<file path="src/rtl/ptp_cls_pkg.sv">
// Shared constants, register addresses and configuration type of the
// PTP event classifier. Assumes 32-bit register words.
package ptp_cls_pkg;
    localparam int REG_AW     = 4;
    localparam int REG_DW     = 32;
    localparam int NUM_FIELDS = 5;

    localparam logic [REG_AW-1:0] A_CTRL  = 4'd0;
    localparam logic [REG_AW-1:0] A_OFFS  = 4'd1;
    localparam logic [REG_AW-1:0] A_VALA  = 4'd2;
    localparam logic [REG_AW-1:0] A_VALB  = 4'd3;
    localparam logic [REG_AW-1:0] A_TMASK = 4'd4;
    localparam logic [REG_AW-1:0] A_STAT  = 4'd5;
    localparam logic [REG_AW-1:0] A_RXLO  = 4'd6;
    localparam logic [REG_AW-1:0] A_RXHI  = 4'd7;
    localparam logic [REG_AW-1:0] A_TXLO  = 4'd8;
    localparam logic [REG_AW-1:0] A_TXHI  = 4'd9;

    localparam logic [NUM_FIELDS-1:0] RST_MASK  = 5'b11111;
    localparam logic [REG_DW-1:0]     RST_OFFS  = 32'h4A24170C;
    localparam logic [REG_DW-1:0]     RST_VALA  = 32'h11040800;
    localparam logic [REG_DW-1:0]     RST_VALB  = 32'h0140013F;
    localparam logic [REG_DW-1:0]     RST_TMASK = 32'hFFFFFFFC;

    typedef struct packed {
        logic                  enable;
        logic [NUM_FIELDS-1:0] mask;
        logic [REG_DW-1:0]     offs;
        logic [REG_DW-1:0]     va;
        logic [REG_DW-1:0]     vb;
        logic [REG_DW-1:0]     tmask;
    } cls_cfg_t;
endpackage

</file>
<file path="src/rtl/ptp_cls_regs.sv">
// Configuration registers of the classifier and the high-word read clears.
// Assumes single-cycle write and read strobes from the register port.
module ptp_cls_regs
    import ptp_cls_pkg::*;
(
    input  logic              clk,
    input  logic              rst_n,
    input  logic              reg_wr,
    input  logic              reg_rd,
    input  logic [REG_AW-1:0] reg_addr,
    input  logic [REG_DW-1:0] reg_wdata,
    output cls_cfg_t          cfg,
    output logic              rx_clr,
    output logic              tx_clr
);
    // Register writes, with reset to the documented defaults.
    always_ff @(posedge clk) begin
        if (!rst_n) begin
            cfg.enable <= 1'b0;
            cfg.mask   <= RST_MASK;
            cfg.offs   <= RST_OFFS;
            cfg.va     <= RST_VALA;
            cfg.vb     <= RST_VALB;
            cfg.tmask  <= RST_TMASK;
        end else if (reg_wr) begin
            case (reg_addr)
                A_CTRL: begin
                    cfg.enable <= reg_wdata[0];
                    cfg.mask   <= reg_wdata[8 +: NUM_FIELDS];
                end
                A_OFFS:  cfg.offs  <= reg_wdata;
                A_VALA:  cfg.va    <= reg_wdata;
                A_VALB:  cfg.vb    <= reg_wdata;
                A_TMASK: cfg.tmask <= reg_wdata;
                default: ;
            endcase
        end
    end

    // A read of a high snapshot word frees that snapshot.
    assign rx_clr = reg_rd && (reg_addr == A_RXHI);
    assign tx_clr = reg_rd && (reg_addr == A_TXHI);
endmodule

</file>
<file path="src/rtl/ptp_frame_match.sv">
// Per-direction frame matcher. It counts bytes from the first byte of a
// frame (index 0) and evaluates the five field comparisons as their bytes
// go by. It decides on the last byte. The registered hit comes one cycle
// after that byte and carries the time seen at the frame's first byte.
// Assumes every frame starts with sof and ends with last, both with vld.
module ptp_frame_match
    import ptp_cls_pkg::*;
#(
    parameter int CNT_W = 12,
    parameter int TS_W  = 64
) (
    input  logic            clk,
    input  logic            rst_n,
    input  cls_cfg_t        cfg,
    input  logic            gate_in,
    input  logic            sof,
    input  logic            vld,
    input  logic            last,
    input  logic [7:0]      data,
    input  logic [TS_W-1:0] time_now,
    output logic            hit,
    output logic [TS_W-1:0] hit_ts
);
    localparam logic [CNT_W-1:0] CNT_MAX = {CNT_W{1'b1}};

    logic [CNT_W-1:0]      cnt_q, idx;
    logic [NUM_FIELDS-1:0] seen_q, bad_q, seen_n, bad_n, pass;
    logic                  alt_q, alt_n, gate_q, gate_c, start;
    logic [TS_W-1:0]       ts_q, ts_c;
    logic                  unused_va;

    assign unused_va = ^cfg.va[23:20];

    function automatic logic [CNT_W-1:0] at(input logic [7:0] o, input int unsigned add);
        return CNT_W'(o) + CNT_W'(add);
    endfunction

    // Per-byte comparison state for the frame in progress.
    always_comb begin
        start  = vld && sof;
        idx    = start ? '0 : cnt_q;
        gate_c = start ? gate_in : gate_q;
        ts_c   = start ? time_now : ts_q;
        seen_n = start ? '0 : seen_q;
        bad_n  = start ? '0 : bad_q;
        alt_n  = start ? 1'b0 : alt_q;
        if (vld) begin
            if (idx == at(cfg.offs[7:0], 0))
                bad_n[0] = bad_n[0] | (data != cfg.va[15:8]);
            if (idx == at(cfg.offs[7:0], 1)) begin
                bad_n[0]  = bad_n[0] | (data != cfg.va[7:0]);
                seen_n[0] = 1'b1;
            end
            if (idx == at(cfg.offs[7:0], 2)) begin
                bad_n[1]  = bad_n[1] | (data[7:4] != cfg.va[19:16]);
                seen_n[1] = 1'b1;
            end
            if (idx == at(cfg.offs[15:8], 0)) begin
                bad_n[2]  = bad_n[2] | (data != cfg.va[31:24]);
                seen_n[2] = 1'b1;
            end
            if (idx == at(cfg.offs[23:16], 0)) begin
                bad_n[3] = bad_n[3] | (data != cfg.vb[15:8]);
                alt_n    = alt_n | (data != cfg.vb[31:24]);
            end
            if (idx == at(cfg.offs[23:16], 1)) begin
                bad_n[3]  = bad_n[3] | (data != cfg.vb[7:0]);
                alt_n     = alt_n | (data != cfg.vb[23:16]);
                seen_n[3] = 1'b1;
            end
            if (idx == at(cfg.offs[31:24], 0)) begin
                bad_n[4]  = bad_n[4] | (data[7:5] != 3'd0) | cfg.tmask[data[4:0]];
                seen_n[4] = 1'b1;
            end
        end
    end

    // Per-field verdict: masked, or fully seen without mismatch.
    always_comb begin
        pass[0] = cfg.mask[0] | (seen_n[0] & ~bad_n[0]);
        pass[1] = cfg.mask[1] | (seen_n[1] & ~bad_n[1]);
        pass[2] = cfg.mask[2] | (seen_n[2] & ~bad_n[2]);
        pass[3] = cfg.mask[3] | (seen_n[3] & ~(bad_n[3] & alt_n));
        pass[4] = cfg.mask[4] | (seen_n[4] & ~bad_n[4]);
    end

    // Byte counter and comparison state registers.
    always_ff @(posedge clk) begin
        if (!rst_n) begin
            cnt_q  <= '0;
            seen_q <= '0;
            bad_q  <= '0;
            alt_q  <= 1'b0;
            gate_q <= 1'b0;
            ts_q   <= '0;
        end else if (vld) begin
            cnt_q  <= (idx == CNT_MAX) ? idx : idx + 1'b1;
            seen_q <= seen_n;
            bad_q  <= bad_n;
            alt_q  <= alt_n;
            gate_q <= gate_c;
            ts_q   <= ts_c;
        end
    end

    // Registered end-of-frame decision.
    always_ff @(posedge clk) begin
        if (!rst_n) begin
            hit    <= 1'b0;
            hit_ts <= '0;
        end else begin
            hit <= vld && last && cfg.enable && gate_c && (&pass);
            if (vld && last)
                hit_ts <= ts_c;
        end
    end
endmodule

</file>
<file path="src/rtl/ptp_stamp_hold.sv">
// Snapshot register with its valid flag. The first hit is held until a
// clear, and a clear wins over a hit in the same cycle.
module ptp_stamp_hold #(
    parameter int TS_W = 64
) (
    input  logic            clk,
    input  logic            rst_n,
    input  logic            hit,
    input  logic [TS_W-1:0] hit_ts,
    input  logic            clr,
    output logic            valid,
    output logic [TS_W-1:0] snap
);
    // Capture into a free snapshot; release on clear.
    always_ff @(posedge clk) begin
        if (!rst_n) begin
            valid <= 1'b0;
            snap  <= '0;
        end else if (clr) begin
            valid <= 1'b0;
        end else if (hit && !valid) begin
            valid <= 1'b1;
            snap  <= hit_ts;
        end
    end
endmodule

</file>
<file path="src/rtl/ptp_event_classifier.sv">
// Top of the PTP event classifier: one matcher and one snapshot per
// direction, a shared configuration, and a combinational read mux.
// Assumes TS_W is twice the register word width.
module ptp_event_classifier
    import ptp_cls_pkg::*;
#(
    parameter int CNT_W = 12,
    parameter int TS_W  = 64
) (
    input  logic              clk,
    input  logic              rst_n,
    input  logic              rx_sof,
    input  logic              rx_vld,
    input  logic              rx_last,
    input  logic [7:0]        rx_data,
    input  logic              tx_sof,
    input  logic              tx_vld,
    input  logic              tx_last,
    input  logic [7:0]        tx_data,
    input  logic [15:0]       tx_len_word,
    input  logic [TS_W-1:0]   time_now,
    input  logic              reg_wr,
    input  logic              reg_rd,
    input  logic [REG_AW-1:0] reg_addr,
    input  logic [REG_DW-1:0] reg_wdata,
    output logic [REG_DW-1:0] reg_rdata,
    output logic              rx_stamp_valid,
    output logic              tx_stamp_valid
);
    localparam int NDIR = 2;
    localparam int HALF = TS_W / 2;

    cls_cfg_t          cfg;
    logic [NDIR-1:0]   sof_v, vld_v, last_v, gate_v, clr_v, hit_v, valid_v;
    logic [7:0]        data_v [NDIR];
    logic [TS_W-1:0]   hts_v  [NDIR];
    logic [TS_W-1:0]   snap_w [NDIR];
    logic              unused_len;

    assign unused_len = ^{tx_len_word[15:13], tx_len_word[11:0]};

    assign sof_v  = {tx_sof, rx_sof};
    assign vld_v  = {tx_vld, rx_vld};
    assign last_v = {tx_last, rx_last};
    assign gate_v = {tx_len_word[12], 1'b1};
    assign data_v[0] = rx_data;
    assign data_v[1] = tx_data;

    ptp_cls_regs u_regs (
        .clk(clk), .rst_n(rst_n), .reg_wr(reg_wr), .reg_rd(reg_rd),
        .reg_addr(reg_addr), .reg_wdata(reg_wdata), .cfg(cfg),
        .rx_clr(clr_v[0]), .tx_clr(clr_v[1])
    );

    for (genvar d = 0; d < NDIR; d++) begin : g_dir
        ptp_frame_match #(.CNT_W(CNT_W), .TS_W(TS_W)) u_match (
            .clk(clk), .rst_n(rst_n), .cfg(cfg), .gate_in(gate_v[d]),
            .sof(sof_v[d]), .vld(vld_v[d]), .last(last_v[d]),
            .data(data_v[d]), .time_now(time_now),
            .hit(hit_v[d]), .hit_ts(hts_v[d])
        );
        ptp_stamp_hold #(.TS_W(TS_W)) u_hold (
            .clk(clk), .rst_n(rst_n), .hit(hit_v[d]), .hit_ts(hts_v[d]),
            .clr(clr_v[d]), .valid(valid_v[d]), .snap(snap_w[d])
        );
    end

    assign rx_stamp_valid = valid_v[0];
    assign tx_stamp_valid = valid_v[1];

    // Register read mux.
    always_comb begin
        case (reg_addr)
            A_CTRL:  reg_rdata = {19'd0, cfg.mask, 7'd0, cfg.enable};
            A_OFFS:  reg_rdata = cfg.offs;
            A_VALA:  reg_rdata = cfg.va;
            A_VALB:  reg_rdata = cfg.vb;
            A_TMASK: reg_rdata = cfg.tmask;
            A_STAT:  reg_rdata = {30'd0, valid_v};
            A_RXLO:  reg_rdata = REG_DW'(snap_w[0][HALF-1:0]);
            A_RXHI:  reg_rdata = REG_DW'(snap_w[0][TS_W-1:HALF]);
            A_TXLO:  reg_rdata = REG_DW'(snap_w[1][HALF-1:0]);
            A_TXHI:  reg_rdata = REG_DW'(snap_w[1][TS_W-1:HALF]);
            default: reg_rdata = '0;
        endcase
    end
endmodule

</file>
<file path="config.mk">
export PLATFORM = sky130hd
export DESIGN_NAME = ptp_event_classifier
export DESIGN_NICKNAME = d
export VERILOG_FILES = /design/src/rtl/ptp_cls_pkg.sv /design/src/rtl/ptp_cls_regs.sv /design/src/rtl/ptp_frame_match.sv /design/src/rtl/ptp_stamp_hold.sv /design/src/rtl/ptp_event_classifier.sv
export SDC_FILE = /design/constraint.sdc
export NUM_CORES = 1
export LEC_CHECK = 0
export ABC_AREA = 1
export BUFFER_PORTS_ARGS = -buffer_cell sky130_fd_sc_hd__buf_2
export CORE_MARGIN = 3
export CORE_UTILIZATION = 50
export CTS_BUF_LIST = sky130_fd_sc_hd__clkbuf_16
export CTS_CLUSTER_SIZE = 24
export DETAILED_ROUTE_END_ITERATION = 12
export GPL_ROUTABILITY_DRIVEN = 0
export GPL_TIMING_DRIVEN = 0
export PLACE_DENSITY = 0.72
export RECOVER_POWER = 100
export SYNTH_ARGS = -nofsm -noshare
export SYNTH_HDL_FRONTEND = slang
export SYNTH_HIERARCHICAL = 1
export SYNTH_SLANG_ARGS = --single-unit
</file>
<file path="constraint.sdc">
create_clock -name clk -period 1.98 [get_ports clk]
set_input_delay 0.099 -clock clk [delete_from_list [all_inputs] [get_ports clk]]
set_output_delay 0.099 -clock clk [all_outputs]
set_load 0.02 [all_outputs]
</file>
==> results.txt <==
- Status: finished with violations
* Number of flops mapped to enable cells by yosys: 0
* Timing-limited maximum frequency: 493.5 MHz
* H-tree levels: 2
- Worst-case vdd ir drop: 768.5 uV
- Sequential Power Share: 47.4%
* R2r startpoint: u_regs/cfg[97]
- Flip-flop cell with the highest count after synthesis: sky130_fd_sc_hd__dfxtp_1
- CP Data Required Time: 1.88 ns
- Data on the critical path arrives at its endpoint at 1.93 ns.
* Placed Cells incl. Taps: 5449
* Via count: 31.34k
- Clock tree from TritonCTS: done
* Port Buffer Count: 146
- Clock-pin slew was measured on the worst setup and hold paths at 0.06 ns.
- In this run the cell area measured after placement is 31660 um^2.
- Via-per-instance ratio: 5.507
- The worst setup path is of the reg2out kind.
- Iter 0 DRT Violations: 4327
- Wire length of the first global-routing pass: 168.0 mm
- For hold timing, the worst endpoint is g_dir[0].u_match/cnt_q[5].
- Once layout is complete, the cells apart from fillers number 5691.
- Number of warnings reported in the yosys synthesis log: 6
- Max-cap viol count: 0
- Final routed wire length divided by cell count: 20.11 um
- Most common cell in the synthesized netlist: sky130_fd_sc_hd__nand2_1
- The total count of hold-check failures in the final report is 0.
- The die covers 62900 um^2.
* Site Rows: 89
- With fillers left out, the area of the finished cells amounts to 35130 um^2.
- The wire-length estimate of the detail-placed layout is 85.68 mm.
- When the netlist entered floorplanning its net count stood at 4680.
- Hold path start: rx_vld
- GRT Util Overall: 35.05%
* Final Routed Wirelength: 114.5 mm
- Power per Cell Area: 730.2 nW/um^2
- Measured along the y axis, the die boundary spans 250.8 um.
- Slew at the pin with the worst max-slew slack: 1.125 ns
- The checks that failed: setup timing.
- Counting instances, the worst hold path has a depth of 4.
- Number of clock sinks seen by CTS: 570
- Number of pins with negative max-slew slack in the final report: 0
- The synthesized design spends more area on one cell type than any other, namely sky130_fd_sc_hd__dfxtp_1.
- Leftover overflow at the end of global routing: 0
- Final net count: 5024
- Proportion of total power due to net switching: 27.84%
- Counting the fill cells in the layout gives 5625.
- Residual DRC: 0
- Summed over all cells, the static leakage comes to 0.01862 uW.
- 176 I/O pins were placed.
- The core region is 59130 um^2.
* Area used by multi-input combinational logic: 15470 um^2
- Measured in cells, the most critical reg-to-reg path has a length of 13.
- After synthesis the netlist holds a flip-flop and latch count of 570.
- Growth of design area from synthesis to finish: 17.24%
- Slew HR: 25.01%
- RSZ-0062 raised after global routing: yes
- Cell types occupying the most area after synthesis: sky130_fd_sc_hd__dfxtp_1 (38%), sky130_fd_sc_hd__nand2_1 (17%), sky130_fd_sc_hd__nor2_1 (9.3%)
- Inserted Clock Buffers: 60
- Before antenna repair, the detailed router went through 6 iterations.
- The synthesized design devotes to its leading area cell type 38.08% of total area.
- Post-route fraction of the period consumed by the critical path: 102.3%
* Combinational Power Share: 11.7%
- Worst flop-to-flop path endpoint: g_dir[1].u_match/hit
* Net Sw Power: 7141 uW
- After layout, the minimum clock period comes to 2.026 ns.
* Internal power: 18510 uW
- Crit end category: primary output
- Sequential share of the synthesized area: 38.08%
* Gate count after technology mapping: 4530
* Count of cell types in the netlist: 38
* Setup slack of the most critical reg-to-reg path: 0.01 ns
* Top cells by count, synth: sky130_fd_sc_hd__nand2_1 (1323), sky130_fd_sc_hd__nor2_1 (739), sky130_fd_sc_hd__dfxtp_1 (570)
* Antenna violations before repair: 4
* Reg area: 11500 um^2
* Area of the mapped netlist: 29960 um^2
- Die W: 250.8 um
- STA classifies the critical path startpoint as a flop.
* Remaining number of nets flagged by the antenna check after routing: 0
- The later pin in the worst-skew pair is clocked with a latency of 0.66 ns.
- Worst setup slack after layout: -0.04638 ns
* Final setup viols: 6
- The longest clock path from root to sink contains 3 buffers.
- Fraction of layout cells with a size suffix above 1: 11.23%
* Starting utilization of the core area: 50.67%
* Place WS: -0.5390 ns
- Path category of the worst min-delay check: in2reg
- The clock arrives with 0.04252 ns of skew.
- Entering global routing, the biggest net connects 19 pins.
- Average size of a mapped cell: 6.615 um^2
- Per report_power, the clock group accounts for 40.9% of the total.
- Clock tree synthesis selected as its root buffer the cell sky130_fd_sc_hd__clkbuf_16.
* Async SR Flop Fraction: 0%
* Worst-path maximum fanout: 6
- The via count of the first global-routing pass was 28.26k.
==> sequential cells by signal, indices dropped and copies added (netlist names) <==
register,flops
g_dir.u_match/seen_q,10
g_dir.u_match/alt_q,2
g_dir.u_match/hit,2
g_dir.u_hold/valid,2
u_regs/cfg,134
g_dir.u_match/hit_ts,128
g_dir.u_hold/snap,128
g_dir.u_match/ts_q,128
g_dir.u_match/bad_q,10
g_dir.u_match/gate_q,2
g_dir.u_match/cnt_q,24
==> worst max-delay path, cell delays in order, from the launching register on <==
cell and delay [ns]:
sky130_fd_sc_hd__dfxtp_1 0.56, sky130_fd_sc_hd__nand2_1 0.19, sky130_fd_sc_hd__nand2_1 0.16, sky130_fd_sc_hd__nor2_1 0.06
sky130_fd_sc_hd__nand2_1 0.14, sky130_fd_sc_hd__buf_2 0.19
==> per-layer routing <==
metal  track usage, %  routed length [um]  vias to the layer above
met5                0                  12                        -
met4            22.97                8693                        2
met3            6.425               13020                      461
met2            53.83               48490                     1915
met1            45.38               44250                    14100
li1                 -                   -                    14860
==> cell families (layout without fill, tap and decap cells) <==
logic type	Yosys count	after routing	synth area share (%)
and+or+nand+nor	2672	2672	37.16
xor gates and xnor gates	133	133	3.888
other	1	2	0.01252
DFF	570	570	38.08
AOI/OAI and AO/OA	225	225	4.911
adders and majority gates	8	8	0.3341
buffers and inverters	793	1180	11.34
muxes	128	128	4.276
==> stage by stage <==
| step | total power (uW) | util, % | hold WS (ns) | TNS, ns |
|---|---|---|---|---|
| 2_1_floorplan | 14060 | - | 0.2122 | 0 |
| 3_3_place_gp | 15040 | 53.55 | 0.3228 | -47.35 |
| 3_5_place_dp | 15080 | 53.55 | 0.3291 | -51.15 |
| 4_1_cts | 25590 | 58.84 | 0.001301 | 0 |
| 5_1_grt | 26460 | 59.41 | 0.04079 | -0.3962 |
| 6_report | 25650 | 59.41 | 0.01946 | -0.09886 |
==> timing repair <==
| action | 4_1_cts | 5_1_grt |
|---|---|---|
| hold endpoints to repair | 391 | 0 |
| setup endpoints to repair | 58 | 44 |
| resized for setup | 70 | 88 |
| pin swaps | 3 | 13 |
| hold buffers | 104 | 0 |
| buffers inserted | 16 | 16 |
==> cells in the final DEF, fill, tap and decap left out, types with 40 or more instances in the layout <==
master,Yosys,layout
sky130_fd_sc_hd__o21ai_0,42,40
sky130_fd_sc_hd__a21oi_1,44,44
sky130_fd_sc_hd__mux2i_1,128,128
sky130_fd_sc_hd__nand2_1,1323,1313
sky130_fd_sc_hd__dlygate4sd3_1,0,104
sky130_fd_sc_hd__dfxtp_1,570,529
sky130_fd_sc_hd__xnor2_1,88,88
sky130_fd_sc_hd__nand4_1,130,130
sky130_fd_sc_hd__nor2_1,739,716
sky130_fd_sc_hd__nand3_1,409,396
sky130_fd_sc_hd__clkbuf_1,71,92
sky130_fd_sc_hd__buf_4,32,54
sky130_fd_sc_hd__clkbuf_16,0,60
sky130_fd_sc_hd__o211ai_1,128,128
sky130_fd_sc_hd__buf_2,102,229
sky130_fd_sc_hd__inv_1,522,533
sky130_fd_sc_hd__xor2_1,45,45
==> cell type report <==
| cell class | instances | share of cell area [%] |
|---|---|---|
| Antenna cell | 1 | 0.007123 |
| Timing Repair Buffer | 282 | 5.766 |
| Sequential cell | 570 | 32.74 |
| Clock buffer | 60 | 4.274 |
| Buffer | 253 | 3.815 |
| Clock inverter | 45 | 0.8299 |
| Tap cell | 773 | 2.753 |
| Multi-Input combinational cell | 3167 | 44.03 |
| Inverter | 540 | 5.791 |
==> worst max path at each step <==
| stage | start | endpoint | slack, ns | cells past startpoint |
|---|---|---|---|---|
| floorplan | tx_sof | g_dir[1].u_match/cnt_q[6] | 0.09 | 17 |
| global placement | u_regs/cfg[96] | g_dir[0].u_match/hit | -0.54 | 15 |
| detailed placement | u_regs/cfg[96] | g_dir[0].u_match/hit | -0.54 | 15 |
| CTS | g_dir[1].u_match/cnt_q[4] | g_dir[1].u_match/hit | 0.0004 | 13 |
| global route | u_regs/cfg[97] | g_dir[1].u_match/hit | -0.09 | 15 |
| finish | u_regs/cfg[121] | reg_rdata[25] | -0.05 | 5 |
==> power by group through the flow <==
stage	Clock, uW	Sequential [uW]	Combinational, uW
3_5_place_dp	0	12400	2670
6_report	10500	12200	3000
4_1_cts	10600	12200	2880
3_3_place_gp	0	12400	2630
5_1_grt	11000	12200	3240
2_1_floorplan	0	12300	1810
Power figures use the tool's default switching activity.
